$ cat src/rtl/dma_link_pkg.sv
package dma_link_pkg;
  // iteration word layout
  localparam int ITER_LINK_BIT = 15;
  localparam int ITER_TGT_LO   = 9;
  localparam int ITER_TGT_W    = 6;
  localparam int LINKED_CNT_W  = 9;
  localparam int CNT_W         = 15;
  // control word layout
  localparam int CTL_HALF_IRQ  = 0;
  localparam int CTL_FULL_IRQ  = 1;
  localparam int CTL_STOP_END  = 3;
  localparam int CTL_MAJ_LINK  = 5;
  localparam int CTL_MAJ_LO    = 8;
  localparam int CTL_MAJ_W     = 4;

  typedef enum logic [2:0] {
    OP_SET_EN   = 3'd0,
    OP_CLR_EN   = 3'd1,
    OP_CLR_DONE = 3'd2,
    OP_CLR_IRQ  = 3'd3,
    OP_START    = 3'd4
  } cmdOpE;

  // control -> datapath strobes, one per channel
  typedef struct packed {
    logic step;
    logic reload;
  } chanStrobeT;

  // datapath -> control decode, one per channel
  typedef struct packed {
    logic                  finalLoop;
    logic                  halfHit;
    logic                  minorLinkOn;
    logic [ITER_TGT_W-1:0] minorTgt;
    logic                  majorLinkOn;
    logic [CTL_MAJ_W-1:0]  majorTgt;
    logic                  halfIrqEn;
    logic                  fullIrqEn;
    logic                  stopAtEnd;
  } chanViewT;

  function automatic logic [CNT_W-1:0] countOf(input logic [15:0] w);
    if (w[ITER_LINK_BIT]) countOf = CNT_W'(w[LINKED_CNT_W-1:0]);
    else                  countOf = w[CNT_W-1:0];
  endfunction
endpackage

$ cat src/rtl/dma_link_dp.sv
module dma_link_dp
  import dma_link_pkg::*;
#(
  parameter int NCH = 4,
  parameter int CHW = $clog2(NCH)
) (
  input  logic           clk,
  input  logic           rstN,
  input  logic           cfgWe,
  input  logic [CHW-1:0] cfgChan,
  input  logic [15:0]    cfgIter,
  input  logic [15:0]    cfgCtrl,
  input  chanStrobeT     strobe [NCH],
  output chanViewT       view   [NCH]
);
  for (genvar c = 0; c < NCH; c++) begin : g_chan
    logic [15:0]      begW;
    logic [15:0]      ctlW;
    logic [CNT_W-1:0] cnt;
    logic [CNT_W-1:0] begCnt;

    assign begCnt = countOf(begW);

    always_ff @(posedge clk or negedge rstN) begin
      if (!rstN) begin
        begW <= '0;
        ctlW <= '0;
        cnt  <= '0;
      end else if (cfgWe && cfgChan == CHW'(c)) begin
        begW <= cfgIter;
        ctlW <= cfgCtrl;
        cnt  <= countOf(cfgIter);
      end else if (strobe[c].reload) begin
        cnt <= begCnt;
      end else if (strobe[c].step) begin
        cnt <= cnt - 1'b1;
      end
    end

    always_comb begin
      view[c].finalLoop   = (cnt <= CNT_W'(1));
      view[c].halfHit     = ((cnt - 1'b1) == (begCnt >> 1));
      view[c].minorLinkOn = begW[ITER_LINK_BIT];
      view[c].minorTgt    = begW[ITER_TGT_LO +: ITER_TGT_W];
      view[c].majorLinkOn = ctlW[CTL_MAJ_LINK];
      view[c].majorTgt    = ctlW[CTL_MAJ_LO +: CTL_MAJ_W];
      view[c].halfIrqEn   = ctlW[CTL_HALF_IRQ];
      view[c].fullIrqEn   = ctlW[CTL_FULL_IRQ];
      view[c].stopAtEnd   = ctlW[CTL_STOP_END];
    end
  end
endmodule

$ cat src/rtl/dma_link_ctl_fsm.sv
module dma_link_ctl_fsm
  import dma_link_pkg::*;
#(
  parameter int NCH  = 4,
  parameter int CHW  = $clog2(NCH),
  parameter int CMDW = 8
) (
  input  logic            clk,
  input  logic            rstN,
  input  logic            cfgWe,
  input  logic [CHW-1:0]  cfgChan,
  input  logic            cmdWe,
  input  logic [2:0]      cmdOp,
  input  logic [CMDW-1:0] cmdChan,
  input  logic [NCH-1:0]  minorDone,
  input  chanViewT        view   [NCH],
  output chanStrobeT      strobe [NCH],
  output logic [NCH-1:0]  reqEn,
  output logic [NCH-1:0]  done,
  output logic [NCH-1:0]  irq,
  output logic [NCH-1:0]  startPulse,
  output logic [NCH-1:0]  linkTrig
);
  logic [NCH-1:0] enN, doneN, irqN, startN, linkN;
  logic           cmdHit;
  logic [CHW-1:0] cmdIdx;

  assign cmdHit = cmdWe && (32'(cmdChan) < NCH);
  assign cmdIdx = cmdChan[CHW-1:0];

  always_comb begin
    enN    = reqEn;
    doneN  = done;
    irqN   = irq;
    startN = '0;
    linkN  = '0;
    if (cmdHit) begin
      case (cmdOpE'(cmdOp))
        OP_SET_EN:   enN[cmdIdx]    = 1'b1;
        OP_CLR_EN:   enN[cmdIdx]    = 1'b0;
        OP_CLR_DONE: doneN[cmdIdx]  = 1'b0;
        OP_CLR_IRQ:  irqN[cmdIdx]   = 1'b0;
        OP_START:    startN[cmdIdx] = 1'b1;
        default: ;
      endcase
    end
    for (int c = 0; c < NCH; c++) begin
      logic evt;
      evt = minorDone[c] && !(cfgWe && cfgChan == CHW'(c));
      strobe[c].step   = evt && !view[c].finalLoop;
      strobe[c].reload = evt && view[c].finalLoop;
      if (evt) begin
        if (view[c].finalLoop) begin
          doneN[c] = 1'b1;
          if (view[c].fullIrqEn) irqN[c] = 1'b1;
          if (view[c].stopAtEnd) enN[c]  = 1'b0;
          if (view[c].majorLinkOn && 32'(view[c].majorTgt) < NCH)
            linkN[view[c].majorTgt[CHW-1:0]] = 1'b1;
        end else begin
          if (view[c].minorLinkOn && 32'(view[c].minorTgt) < NCH)
            linkN[view[c].minorTgt[CHW-1:0]] = 1'b1;
          if (view[c].halfIrqEn && view[c].halfHit) irqN[c] = 1'b1;
        end
      end
    end
  end

  always_ff @(posedge clk or negedge rstN) begin
    if (!rstN) begin
      reqEn      <= '0;
      done       <= '0;
      irq        <= '0;
      startPulse <= '0;
      linkTrig   <= '0;
    end else begin
      reqEn      <= enN;
      done       <= doneN;
      irq        <= irqN;
      startPulse <= startN;
      linkTrig   <= linkN;
    end
  end
endmodule

$ cat src/rtl/dma_link_ctl.sv
module dma_link_ctl
  import dma_link_pkg::*;
#(
  parameter int NCH  = 4,
  parameter int CHW  = $clog2(NCH),
  parameter int CMDW = 8
) (
  input  logic            clk,
  input  logic            rstN,
  input  logic            cfgWe,
  input  logic [CHW-1:0]  cfgChan,
  input  logic [15:0]     cfgIter,
  input  logic [15:0]     cfgCtrl,
  input  logic            cmdWe,
  input  logic [2:0]      cmdOp,
  input  logic [CMDW-1:0] cmdChan,
  input  logic [NCH-1:0]  hwReq,
  input  logic [NCH-1:0]  minorDone,
  output logic [NCH-1:0]  reqEn,
  output logic [NCH-1:0]  done,
  output logic [NCH-1:0]  irq,
  output logic [NCH-1:0]  linkTrig,
  output logic [NCH-1:0]  svcReq
);
  chanStrobeT     strobe [NCH];
  chanViewT       view   [NCH];
  logic [NCH-1:0] startPulse;

  dma_link_dp #(.NCH(NCH), .CHW(CHW)) u_dp (
    .clk(clk), .rstN(rstN), .cfgWe(cfgWe), .cfgChan(cfgChan),
    .cfgIter(cfgIter), .cfgCtrl(cfgCtrl), .strobe(strobe), .view(view)
  );

  dma_link_ctl_fsm #(.NCH(NCH), .CHW(CHW), .CMDW(CMDW)) u_fsm (
    .clk(clk), .rstN(rstN), .cfgWe(cfgWe), .cfgChan(cfgChan),
    .cmdWe(cmdWe), .cmdOp(cmdOp), .cmdChan(cmdChan), .minorDone(minorDone),
    .view(view), .strobe(strobe), .reqEn(reqEn), .done(done), .irq(irq),
    .startPulse(startPulse), .linkTrig(linkTrig)
  );

  assign svcReq = (hwReq & reqEn) | startPulse | linkTrig;
endmodule

$ cat config.mk
export PLATFORM = sky130hd
export DESIGN_NAME = dma_link_ctl
export DESIGN_NICKNAME = d
export VERILOG_FILES = /design/src/rtl/dma_link_pkg.sv /design/src/rtl/dma_link_dp.sv /design/src/rtl/dma_link_ctl_fsm.sv /design/src/rtl/dma_link_ctl.sv
export SDC_FILE = /design/constraint.sdc
export NUM_CORES = 1
export LEC_CHECK = 0
export BUFFER_PORTS_ARGS = -buffer_cell sky130_fd_sc_hd__buf_2
export CORE_MARGIN = 4
export CORE_UTILIZATION = 55
export CTS_CLUSTER_DIAMETER = 120
export DETAILED_ROUTE_END_ITERATION = 6
export PLACE_DENSITY = 0.8
export SLEW_MARGIN = 20
export SYNTH_ARGS = -nofsm -noshare
export SYNTH_HDL_FRONTEND = slang
export SYNTH_HIERARCHICAL = 1
export SYNTH_SLANG_ARGS = --single-unit
$ cat constraint.sdc
create_clock -name clk -period 3.2 [get_ports clk]
set_clock_uncertainty 0.15 [all_clocks]
set_input_delay 0.32 -clock clk [delete_from_list [all_inputs] [get_ports clk]]
set_output_delay 0.32 -clock clk [all_outputs]
set_load 0.02 [all_outputs]
==> impl_results.md <==
- Initial antenna violation count: 1
- Slowest cell on the critical path: or3b_2
- Final-report hold violation count: 0
- Peak supply drop: 0.0004243 V
- Pins over their slew limit: 0
- Detail Route Antenna Nets: 0
- Pin count of the biggest net entering global routing: 67
- Synth top area share: 40.64%
- FF+latch area: 0.004404 sq mm
- Pwr/cell area: 620.4 mW/mm^2
- Post-detailed-route via-to-cell ratio: 6.163
- Syn Std Cell Area: 0.01084 sq mm
- P_sw: 2.736 mW
- TritonCTS clock tree: done
- Critical path endpoint category: flop
- Row Count: 51
- Tot Pwr: 7.584 mW
- Nets: 1416
- Cell count after synthesis: 1290
- Sequential power share: 43.0%
- Routability congestion estimate: 0.9491
- DRC: 0
- Hpwl dp: 21810 um
- Asr flop ratio synth: 100.0%
- Fillers: 1658
- Vias in the first global route: 9348
- Worst EP arrival: 3220 ps
- Total clock sinks: 176
- Max Freq: 326.3 MHz
- Setup Viol. Count Final: 0
- Final cell count without fillers: 1629
- Status: finished, final reports clean
- Clock Power Share: 26.7%
- FF-to-FF path depth: 11
- Synth unique cells: 79
- CP max stage delay: 530 ps
- Cell total after placement: 1594
- Max Cap Viol: 0
- Die Span X: 148.4 um
- Leak: 5.400 nW
- Post-synth EDFFs: 0
- Per-cell routed wire length: 19.20 um
- Critical path type: flop to flop
- Die area: 0.02202 sq mm
- Overall Global Routing Usage: 28.65%
- Htree depth: 4
- 1st-iter DRT viols: 1088
- Fin crit share: 95.78%
- Area grow syn2layout: 12.79%
- CP Max Fanout: 8
- Synth Flop Type: dfrtp_1
- CP cell instances: inv_1 > ha_1 > or3b_2 > nor4_1 > buf_4 > xor2_1 > and4_1 > o31ai_1 > nor4_2 > a32oi_1 > nand2_1
- Clock Tree Buf Depth: 2
- Routed wire length: 31270 um
- Internal power: 4.848 mW
- I/O Pins: 77
- Actual slew at the worst max-slew pin: 836.2 ps
- Core occupancy in the finished layout: 63.02%
- Clock latency reported for the late side of the worst-skew pair: 430 ps
- WHS: 18.84 ps
- Combinational share of power: 30.3%
- Syn. warnings: 6
- Core ar.: 0.01940 sq mm
- RSZ-0062 raised after global routing: false
- DR pass1 iterations: 5
- Clock transition at path regs: 70 ps
- Worst setup margin: 135.1 ps
- Multi-input logic area: 0.006063 sq mm
- Clock Tree Root: clkbuf_16
- Crit path required time: 3360 ps
- Place WS: 90.86 ps
- Final min period: 3065 ps
- Hold depth: 3
- Layout cells sized above 1: 13.56%
- Post-synthesis sequential area ratio: 40.64%
- Vias: 10039
- Slew margin rel.: 44.14%
- GRT Residual Overflow: 0
- CTS buffer count: 17
- HP Class: input port to flop
- Post-route cell area: 0.01222 sq mm
- # port buffers: 68
- Area leader, netlist: dfrtp_1
- Sw frac: 36.08%
- Die Height: 148.4 um
- Startpoint Class: flop
- First-pass GRT wire length: 49910 um
- # diodes: 0
- Avg Cell Area, Syn: 8.401 sq um
- Initial Utilization: 55.87%
- Flops & latches, synth: 176
- Final TNS setup: 0 ps
- Most area-consuming cells after synthesis: dfrtp_1, nand2_1, xnor2_1
- Placed cell areas: 0.01158 sq mm
- Syn_nets: 1355
what timing repair did:
action / CTS / global route
setup endpoints to repair: 1 / 11
buffers inserted: 0 / 0
gates resized for setup: 1 / 8
endpoints found under the hold margin: 65 / 0
hold buffers: 3 / 0
cloned: 0 / 0
cell usage after synthesis (19+ instances only):
| library cell | n |
|---|---|
| nand2_1 | 317 |
| dfrtp_1 | 176 |
| o21ai_0 | 66 |
| nor4_1 | 21 |
| clkbuf_1 | 59 |
| xnor2_1 | 66 |
| a221o_1 | 19 |
| nor2_1 | 96 |
| xor2_1 | 30 |
| nor3_1 | 32 |
| inv_1 | 38 |
| nand4_1 | 20 |
| a31oi_1 | 21 |
| a21oi_1 | 52 |
cell type report:
class | instances | area share [%]
Sequential cell | 176 | 36.03
Multi-Input combinational cell | 1007 | 49.60
Tap cell | 265 | 2.712
Clock buffer | 21 | 3.767
Clock inverter | 11 | 0.8802
Timing Repair Buffer | 111 | 5.844
Inverter | 38 | 1.167
path summary, 6_finish.rpt:
| check | endpoint | slack (ps) | from |
|---|---|---|---|
| max | u_fsm/irq[1] | 140 | u_dp/g_chan[1].cnt[0] |
| min | u_dp/g_chan[2].ctlW[10] | 20 | cfgCtrl[10] |
| min in group asynchronous | u_dp/g_chan[2].cnt[7] | 290 | rstN |
| max reg2reg | u_fsm/irq[1] | 140 | u_dp/g_chan[1].cnt[0] |
| min reg2reg | u_dp/g_chan[1].begW[0] | 330 | u_dp/g_chan[1].begW[0] |
| max in group asynchronous | u_dp/g_chan[0].begW[13] | 1840 | rstN |
state kept, by name, summed over array words and instances, names as in the netlist:
register,cells
u_dp/g_chan.cnt,60
u_dp/g_chan.begW,64
u_fsm/linkTrig,4
u_fsm/startPulse,4
u_dp/g_chan.ctlW,32
u_fsm/done,4
u_fsm/irq,4
u_fsm/reqEn,4
per-layer routing:
layer | part of all wire (%) | vias up | global-route usage (%)
met5 | 0.022 | - | 0
met2 | 45 | 481 | 43.32
li1 | - | 4661 | -
met4 | 3.5 | 2 | 11.27
met1 | 43 | 4819 | 40.49
met3 | 8.9 | 76 | 6.246
power by group through the flow:
stage                     Combinational, mW  Sequential [mW]  Clock (mW)
after floorplan                        1.86             3.04           0
after global placement                 2.18             3.24           0
after detailed placement               2.24             3.27           0
after CTS                              2.26             3.23        2.06
after global routing                   2.55             3.33        2.15
final                                  2.29             3.26        2.03
logic make-up (layout without fill, tap and decap cells):
| kind of cell | Yosys count | after routing | share of synthesized area (%) |
|---|---|---|---|
| DFF | 176 | 176 | 40.64 |
| AOI/OAI and AO/OA | 244 | 244 | 14.90 |
| muxes | 4 | 4 | 0.3694 |
| and+or+nand+nor | 647 | 647 | 29.70 |
| adders and majority gates | 8 | 8 | 0.9236 |
| buffers and inverters | 107 | 181 | 3.960 |
| xor gates and xnor gates | 104 | 104 | 9.501 |
worst max-delay path, delay by kind of cell (launching register included):
kind,cells,cell delay (ps)
AO/OA/AOI/OAI,2,650
XOR/XNOR,1,70
adder cells (fa/ha/maj),1,190
buffers and inverters,2,270
flip-flops,1,470
AND/OR/NAND/NOR,5,1130
layout by cell type, fill, tap and decap left out, types with 5 or more instances in the layout:
| cell | n |
|---|---|
| nand2_1 | 317 |
| nand4b_1 | 11 |
| nor3b_1 | 6 |
| a221o_1 | 19 |
| clkbuf_16 | 17 |
| nor2_2 | 5 |
| a22oi_1 | 7 |
| or3_1 | 14 |
| buf_4 | 37 |
| xnor2_1 | 66 |
| nor2b_1 | 18 |
| a22o_1 | 5 |
| inv_1 | 38 |
| and2_1 | 5 |
| a21oi_1 | 52 |
| o31ai_1 | 11 |
| a32oi_1 | 7 |
| o211ai_1 | 14 |
| and3_1 | 6 |
| or4_1 | 9 |
| dfrtp_1 | 176 |
| nor4b_1 | 8 |
| o21ai_0 | 66 |
| nand3_1 | 18 |
| nor3_1 | 28 |
| nor2_1 | 91 |
| buf_2 | 67 |
| nand2b_1 | 16 |
| clkinvlp_4 | 5 |
| or2_2 | 5 |
| ha_1 | 7 |
| nor4_1 | 19 |
| nand4_1 | 20 |
| nor4_2 | 7 |
| xor2_1 | 30 |
| o21a_1 | 5 |
| a31oi_1 | 21 |
Note: power is estimated with default switching activity, not from simulation.
